===== src/rtl/swdiv_pkg.sv =====
package swdiv_pkg;
  // Default field widths and short prescaler modulus.
  localparam int unsigned DEF_A_W    = 4;
  localparam int unsigned DEF_M_W    = 6;
  localparam int unsigned DEF_R_W    = 7;
  localparam int unsigned DEF_PRE_LO = 6;
endpackage


===== src/rtl/swdiv_prescaler.sv =====
module swdiv_prescaler #(
  parameter int unsigned PRE_LO = swdiv_pkg::DEF_PRE_LO
) (
  input  logic clk,
  input  logic rst_n,
  input  logic long_cyc,
  input  logic dbl,
  output logic cyc_end
);
  localparam int unsigned CW = $clog2(2 * (PRE_LO + 1) + 1);

  logic [CW-1:0] cnt_q, cnt_d, len, last;

  always_comb begin
    len     = long_cyc ? CW'(PRE_LO + 1) : CW'(PRE_LO);
    last    = dbl ? ((len << 1) - CW'(1)) : (len - CW'(1));
    cyc_end = (cnt_q == last);
    cnt_d   = cyc_end ? '0 : cnt_q + CW'(1);
  end

  always_ff @(posedge clk or negedge rst_n) begin
    if (!rst_n) cnt_q <= '0;
    else        cnt_q <= cnt_d;
  end
endmodule


===== src/rtl/swdiv_ctrl.sv =====
module swdiv_ctrl #(
  parameter int unsigned A_W = swdiv_pkg::DEF_A_W,
  parameter int unsigned M_W = swdiv_pkg::DEF_M_W
) (
  input  logic           clk,
  input  logic           rst_n,
  input  logic [A_W-1:0] a_in,
  input  logic [M_W-1:0] m_in,
  input  logic           dbl_in,
  input  logic           cyc_end,
  output logic           long_cyc,
  output logic           dbl_eff,
  output logic           pulse_q
);
  localparam int unsigned CMP_W = (A_W > M_W) ? A_W : M_W;

  logic           start_q;
  logic [M_W-1:0] kcnt_q, kcnt_d;
  logic [A_W-1:0] a_q, a_eff;
  logic [M_W-1:0] m_q, m_eff;
  logic           dbl_q;
  logic           period_end, cfg_en, kcnt_en;

  always_comb begin
    // Settings come straight from the inputs in a period's first clock.
    a_eff      = start_q ? a_in   : a_q;
    m_eff      = start_q ? m_in   : m_q;
    dbl_eff    = start_q ? dbl_in : dbl_q;
    long_cyc   = (a_eff == '0) || (CMP_W'(kcnt_q) < CMP_W'(a_eff));
    period_end = cyc_end && (kcnt_q == m_eff);
    cfg_en     = start_q;
    kcnt_en    = cyc_end;
    kcnt_d     = period_end ? '0 : kcnt_q + M_W'(1);
  end

  always_ff @(posedge clk or negedge rst_n) begin
    if (!rst_n) begin
      start_q <= 1'b1;
      pulse_q <= 1'b0;
    end else begin
      start_q <= period_end;
      pulse_q <= period_end;
    end
  end

  always_ff @(posedge clk or negedge rst_n) begin
    if (!rst_n)       kcnt_q <= '0;
    else if (kcnt_en) kcnt_q <= kcnt_d;
  end

  always_ff @(posedge clk or negedge rst_n) begin
    if (!rst_n) begin
      a_q   <= '0;
      m_q   <= '0;
      dbl_q <= 1'b0;
    end else if (cfg_en) begin
      a_q   <= a_in;
      m_q   <= m_in;
      dbl_q <= dbl_in;
    end
  end
endmodule


===== src/rtl/swdiv_refdiv.sv =====
module swdiv_refdiv #(
  parameter int unsigned R_W = swdiv_pkg::DEF_R_W
) (
  input  logic           clk,
  input  logic           rst_n,
  input  logic [R_W-1:0] r_in,
  output logic           pulse_q
);
  logic           start_q, wrap, cfg_en;
  logic [R_W-1:0] r_q, r_eff, cnt_q, cnt_d;

  always_comb begin
    r_eff  = start_q ? r_in : r_q;
    wrap   = (cnt_q == r_eff);
    cfg_en = start_q;
    cnt_d  = wrap ? '0 : cnt_q + R_W'(1);
  end

  always_ff @(posedge clk or negedge rst_n) begin
    if (!rst_n) begin
      start_q <= 1'b1;
      pulse_q <= 1'b0;
      cnt_q   <= '0;
    end else begin
      start_q <= wrap;
      pulse_q <= wrap;
      cnt_q   <= cnt_d;
    end
  end

  always_ff @(posedge clk or negedge rst_n) begin
    if (!rst_n)      r_q <= '0;
    else if (cfg_en) r_q <= r_in;
  end
endmodule


===== src/rtl/swdiv_top.sv =====
module swdiv_top #(
  parameter int unsigned A_W    = swdiv_pkg::DEF_A_W,
  parameter int unsigned M_W    = swdiv_pkg::DEF_M_W,
  parameter int unsigned R_W    = swdiv_pkg::DEF_R_W,
  parameter int unsigned PRE_LO = swdiv_pkg::DEF_PRE_LO
) (
  input  logic           clk,
  input  logic           rst_n,
  input  logic [A_W-1:0] a_in,
  input  logic [M_W-1:0] m_in,
  input  logic           dbl_in,
  input  logic [R_W-1:0] r_in,
  output logic           fb_pulse,
  output logic           ref_pulse
);
  logic long_cyc, dbl_eff, cyc_end;

  swdiv_prescaler #(.PRE_LO(PRE_LO)) u_pre (
    .clk      (clk),
    .rst_n    (rst_n),
    .long_cyc (long_cyc),
    .dbl      (dbl_eff),
    .cyc_end  (cyc_end)
  );

  swdiv_ctrl #(.A_W(A_W), .M_W(M_W)) u_ctrl (
    .clk      (clk),
    .rst_n    (rst_n),
    .a_in     (a_in),
    .m_in     (m_in),
    .dbl_in   (dbl_in),
    .cyc_end  (cyc_end),
    .long_cyc (long_cyc),
    .dbl_eff  (dbl_eff),
    .pulse_q  (fb_pulse)
  );

  swdiv_refdiv #(.R_W(R_W)) u_ref (
    .clk     (clk),
    .rst_n   (rst_n),
    .r_in    (r_in),
    .pulse_q (ref_pulse)
  );
endmodule


===== config.mk =====
export PLATFORM = sky130hd
export DESIGN_NAME = swdiv_top
export DESIGN_NICKNAME = d
export VERILOG_FILES = /design/src/rtl/swdiv_pkg.sv /design/src/rtl/swdiv_prescaler.sv /design/src/rtl/swdiv_ctrl.sv /design/src/rtl/swdiv_refdiv.sv /design/src/rtl/swdiv_top.sv
export SDC_FILE = /design/constraint.sdc
export NUM_CORES = 1
export LEC_CHECK = 0
export ABC_AREA = 1
export CORE_UTILIZATION = 56
export DETAILED_ROUTE_END_ITERATION = 8
export PLACE_DENSITY = 0.79
export RECOVER_POWER = 50
export SLEW_MARGIN = 10
export SYNTH_ARGS = -nofsm -noshare
export SYNTH_HDL_FRONTEND = slang
export SYNTH_SLANG_ARGS = --single-unit
export TNS_END_PERCENT = 10

===== constraint.sdc =====
create_clock -name clk -period 3.93 [get_ports clk]
set_clock_uncertainty 0.2 [all_clocks]
set_input_delay 0.393 -clock clk [delete_from_list [all_inputs] [get_ports clk]]
set_output_delay 0.393 -clock clk [all_outputs]
set_load 0.01 [all_outputs]

==> impl_metrics.json <==
{
  "status": "complete, but fails checks",
  "violations": "max-capacitance violations, max-slew violations",
  "antenna_found_initial": 0,
  "path_buf_inv": 3,
  "fin_crit_ns": 3.141,
  "portBuffers": 21,
  "grt_pass1_wl_mm": 6.969,
  "cts_resized": 0,
  "ys_seq_area_share_pct": 45.28,
  "grt_pass1_vias": 1670,
  "clkSinkCount": 39,
  "cts_htree_levels": 2,
  "layout-drive-gt1-share_pct": 10.47,
  "clk_pin_slew_ns": 0.08,
  "crit_required_ns": 3.95,
  "synth.area.top_cells": "dfrtp_1 43%, nand2_1 14%, inv_1 6.6%",
  "worstSkewPairLatency_ns": 0.30,
  "num_antenna_cells": 0,
  "holdPathStages": 2,
  "die_h_microns": 64.12,
  "rows": 22,
  "synthCells": 271,
  "synth-adder-area-share_pct": 4.632,
  "drt-pass1-iter-count": 4,
  "path_cells": "inv_2 -> or2_1 -> o21ai_2 -> ha_1 -> a211oi_1 -> nand2_1 -> o21ai_1 -> ha_1 -> nand2_1 -> inv_1 -> nor2_1 -> nand3_1 -> nor2_4 -> inv_1 -> nor2_1",
  "power_density_mw_per_mm2": 463.1,
  "clockRootBuffer": "clkbuf_8",
  "wl_met1_mm": 1.737,
  "die_x_microns": 64.12,
  "gp_congestion": 0.7799,
  "met2_length_mm": 1.873,
  "place_ws_ns": 0.6909,
  "cts_tree": "done",
  "finalCritPeriodShare_pct": 79.93,
  "yosys-mux-area-fraction_pct": 0,
  "routed_via_density": 4.901,
  "relSlewSlack_pct": -38.15,
  "cts_hold_buf": 0,
  "met3_length_microns": 137,
  "cp_slowest_stage_delay_ns": 0.54,
  "final_common_cell": "nand2_1",
  "dr_total_vias": 1686,
  "dp_hpwl_mm": 2.751,
  "fmax_mhz": 318.3,
  "grt_max_degree": 40,
  "worstPathMaxFanout": 14,
  "dr.first_iter.drc_count": 90,
  "setup_tns_ns": 0,
  "synth_ff_type": "dfrtp_1",
  "worst-endpoint-arrival_ns": 3.16,
  "dieArea_sq_mm": 0.004111,
  "rsz0062_at_grt": "false",
  "synth_xor_area_share_pct": 4.459,
  "criticalPathCategory": "reg -> reg",
  "wl_mm": 3.842,
  "cts_setup_buffers": 0,
  "fin_nets": 323,
  "ant_nets": 0,
  "fillers": 326,
  "max_slew.worst_pin.slew_ns": 2.072,
  "yosys.area_share.simple_pct": 33.06,
  "ys_types": 28,
  "top_layer": "met4",
  "layout_common_cells": "82 x nand2_1, 38 x inv_1, 37 x dfrtp_1, 25 x nand3_1, 24 x nor2_1",
  "yosysTopAreaCellShare_pct": 42.85,
  "post-route-util_pct": 67.67,
  "drcViolationCount": 0,
  "cp_slowest_cell": "dfstp_2",
  "ctsLongestPathBuffers": 2,
  "reg2reg_depth": 15,
  "synth_edf_count": 0,
  "ioPinCount": 22,
  "grt_overflow": 0,
  "syn_area_sq_mm": 0.002161,
  "yosysTopAreaCell": "dfrtp_1",
  "cpLargestDelayFamily": "simple AND/OR/NAND/NOR gates",
  "cts_inserted_buffers": 5,
  "area_growth_pct": 15.52,
  "vdd_ir_drop_max_mv": 0.3524,
  "setup_violations": 0,
  "syn_avg_cell_area_sq_um": 7.974,
  "final-hold-violation-count": 0,
  "synth_fp_nets": 299,
  "core_area_sq_mm": 0.003689,
  "synth-seq-cells": 39,
  "synth_top_family_by_area": "simple AND/OR/NAND/NOR gates",
  "layout_setup_ws_ns": 0.7887,
  "grt_usage_pct": 22.37,
  "yosysWarnings": 0,
  "worst_setup_path_end_kind": "register",
  "ys_async_sr_fraction_pct": 100.0,
  "slew_violations": 40,
  "synth_compound_area_share_pct": 3.648,
  "start_kind": "register",
  "hp-class": "reg -> reg",
  "crit_cells": 15,
  "cap_viol_max_count": 1,
  "start_util_pct": 58.58,
  "wl_per_cell_microns": 11.17,
  "power.leakage_nw": 1.295
}
synth_stat cells (2+ instances only):
master / number
o21ai_0: 2
o211ai_1: 2
nand2_2: 8
nand2_1: 82
nor3_1: 2
inv_1: 38
o21ai_1: 3
or2_1: 3
nand3b_1: 2
nor2_2: 4
nand3_1: 25
buf_6: 3
xnor2_1: 4
nor2_4: 2
nor2_1: 24
ha_1: 8
xor2_1: 7
o21ai_2: 3
dfrtp_1: 37
dfstp_2: 2
nand2_4: 3
state kept, by name, summed over array words and instances, names as in the netlist:
signal,flops
u_ref.cfg_en,1
u_ctrl.a_q,4
u_ctrl.m_q,6
u_ref.pulse_q,1
u_ref.r_q,7
u_ctrl.kcnt_q,6
u_ctrl.pulse_q,1
u_pre.cnt_q,4
u_ctrl.dbl_q,1
u_ctrl.cfg_en,1
u_ref.cnt_q,7
tightest hold or removal path, cell delays in order, from the launching register on:
cell and delay [ns]:
dfrtp_1 0.34, nand2_2 0.06, nand2_2 0.06
layer usage:
layer	GRT usage (%)	vias up
met2	38.16	25
li1	-	881
met4	11.67	0
met3	4.107	8
met5	0	-
met1	26.85	772
metrics by stage:
stage	instances	total power, mW	area [sq um]	hold slack (ns)
3_3_place_gp	336	0.8194	2387	0.2697
2_1_floorplan	271	0.7574	2161	-0.1026
5_1_grt	344	1.245	2496	0.3016
3_5_place_dp	336	0.8308	2387	0.2748
4_1_cts	344	1.166	2497	0.02754
6_report	344	1.156	2496	0.2886
power by group:
| group | switching (mW) | internal, mW |
|---|---|---|
| combinational | 0.161 | 0.125 |
| sequential | 0.0553 | 0.479 |
| clock | 0.146 | 0.189 |
| total | 0.362 | 0.794 |
path summary, 6_finish.rpt:
| path | start | end | slack [ns] |
|---|---|---|---|
| min reg2reg | u_ctrl.m_q[4]$_DFF_PN0_ | u_ctrl.m_q[4]$_DFF_PN0_ | 0.29 |
| max reg2reg | u_ctrl.cfg_en$_DFF_PN1_ | u_ctrl.pulse_q$_DFF_PN0_ | 0.79 |
| min | u_ctrl.m_q[4]$_DFF_PN0_ | u_ctrl.m_q[4]$_DFF_PN0_ | 0.29 |
| min in group asynchronous | rst_n | u_ctrl.a_q[2]$_DFF_PN0_ | 0.47 |
| max | u_ctrl.cfg_en$_DFF_PN1_ | u_ctrl.pulse_q$_DFF_PN0_ | 0.79 |
| max in group asynchronous | rst_n | u_ctrl.dbl_q$_DFF_PN0_ | 1.86 |
logic make-up (layout without fill, tap and decap cells):
logic type,count (synthesis),after routing
AOI/OAI and AO/OA,12,12
xor gates and xnor gates,11,11
DFF,39,39
adders and majority gates,8,8
buffers and inverters,44,69
and+or+nand+nor,157,157
cell type report:
type	count	area (sq um)	share of cell area [%]
tap	48	60.06	2.406
multi-input combinational	188	989.7	39.65
sequential	39	978.4	39.20
clock buffer	6	72.57	2.907
timing repair buffer	22	211.5	8.471
clock inverter	2	37.54	1.504
inverter	39	146.4	5.865
Note: power is estimated with default switching activity, not from simulation.
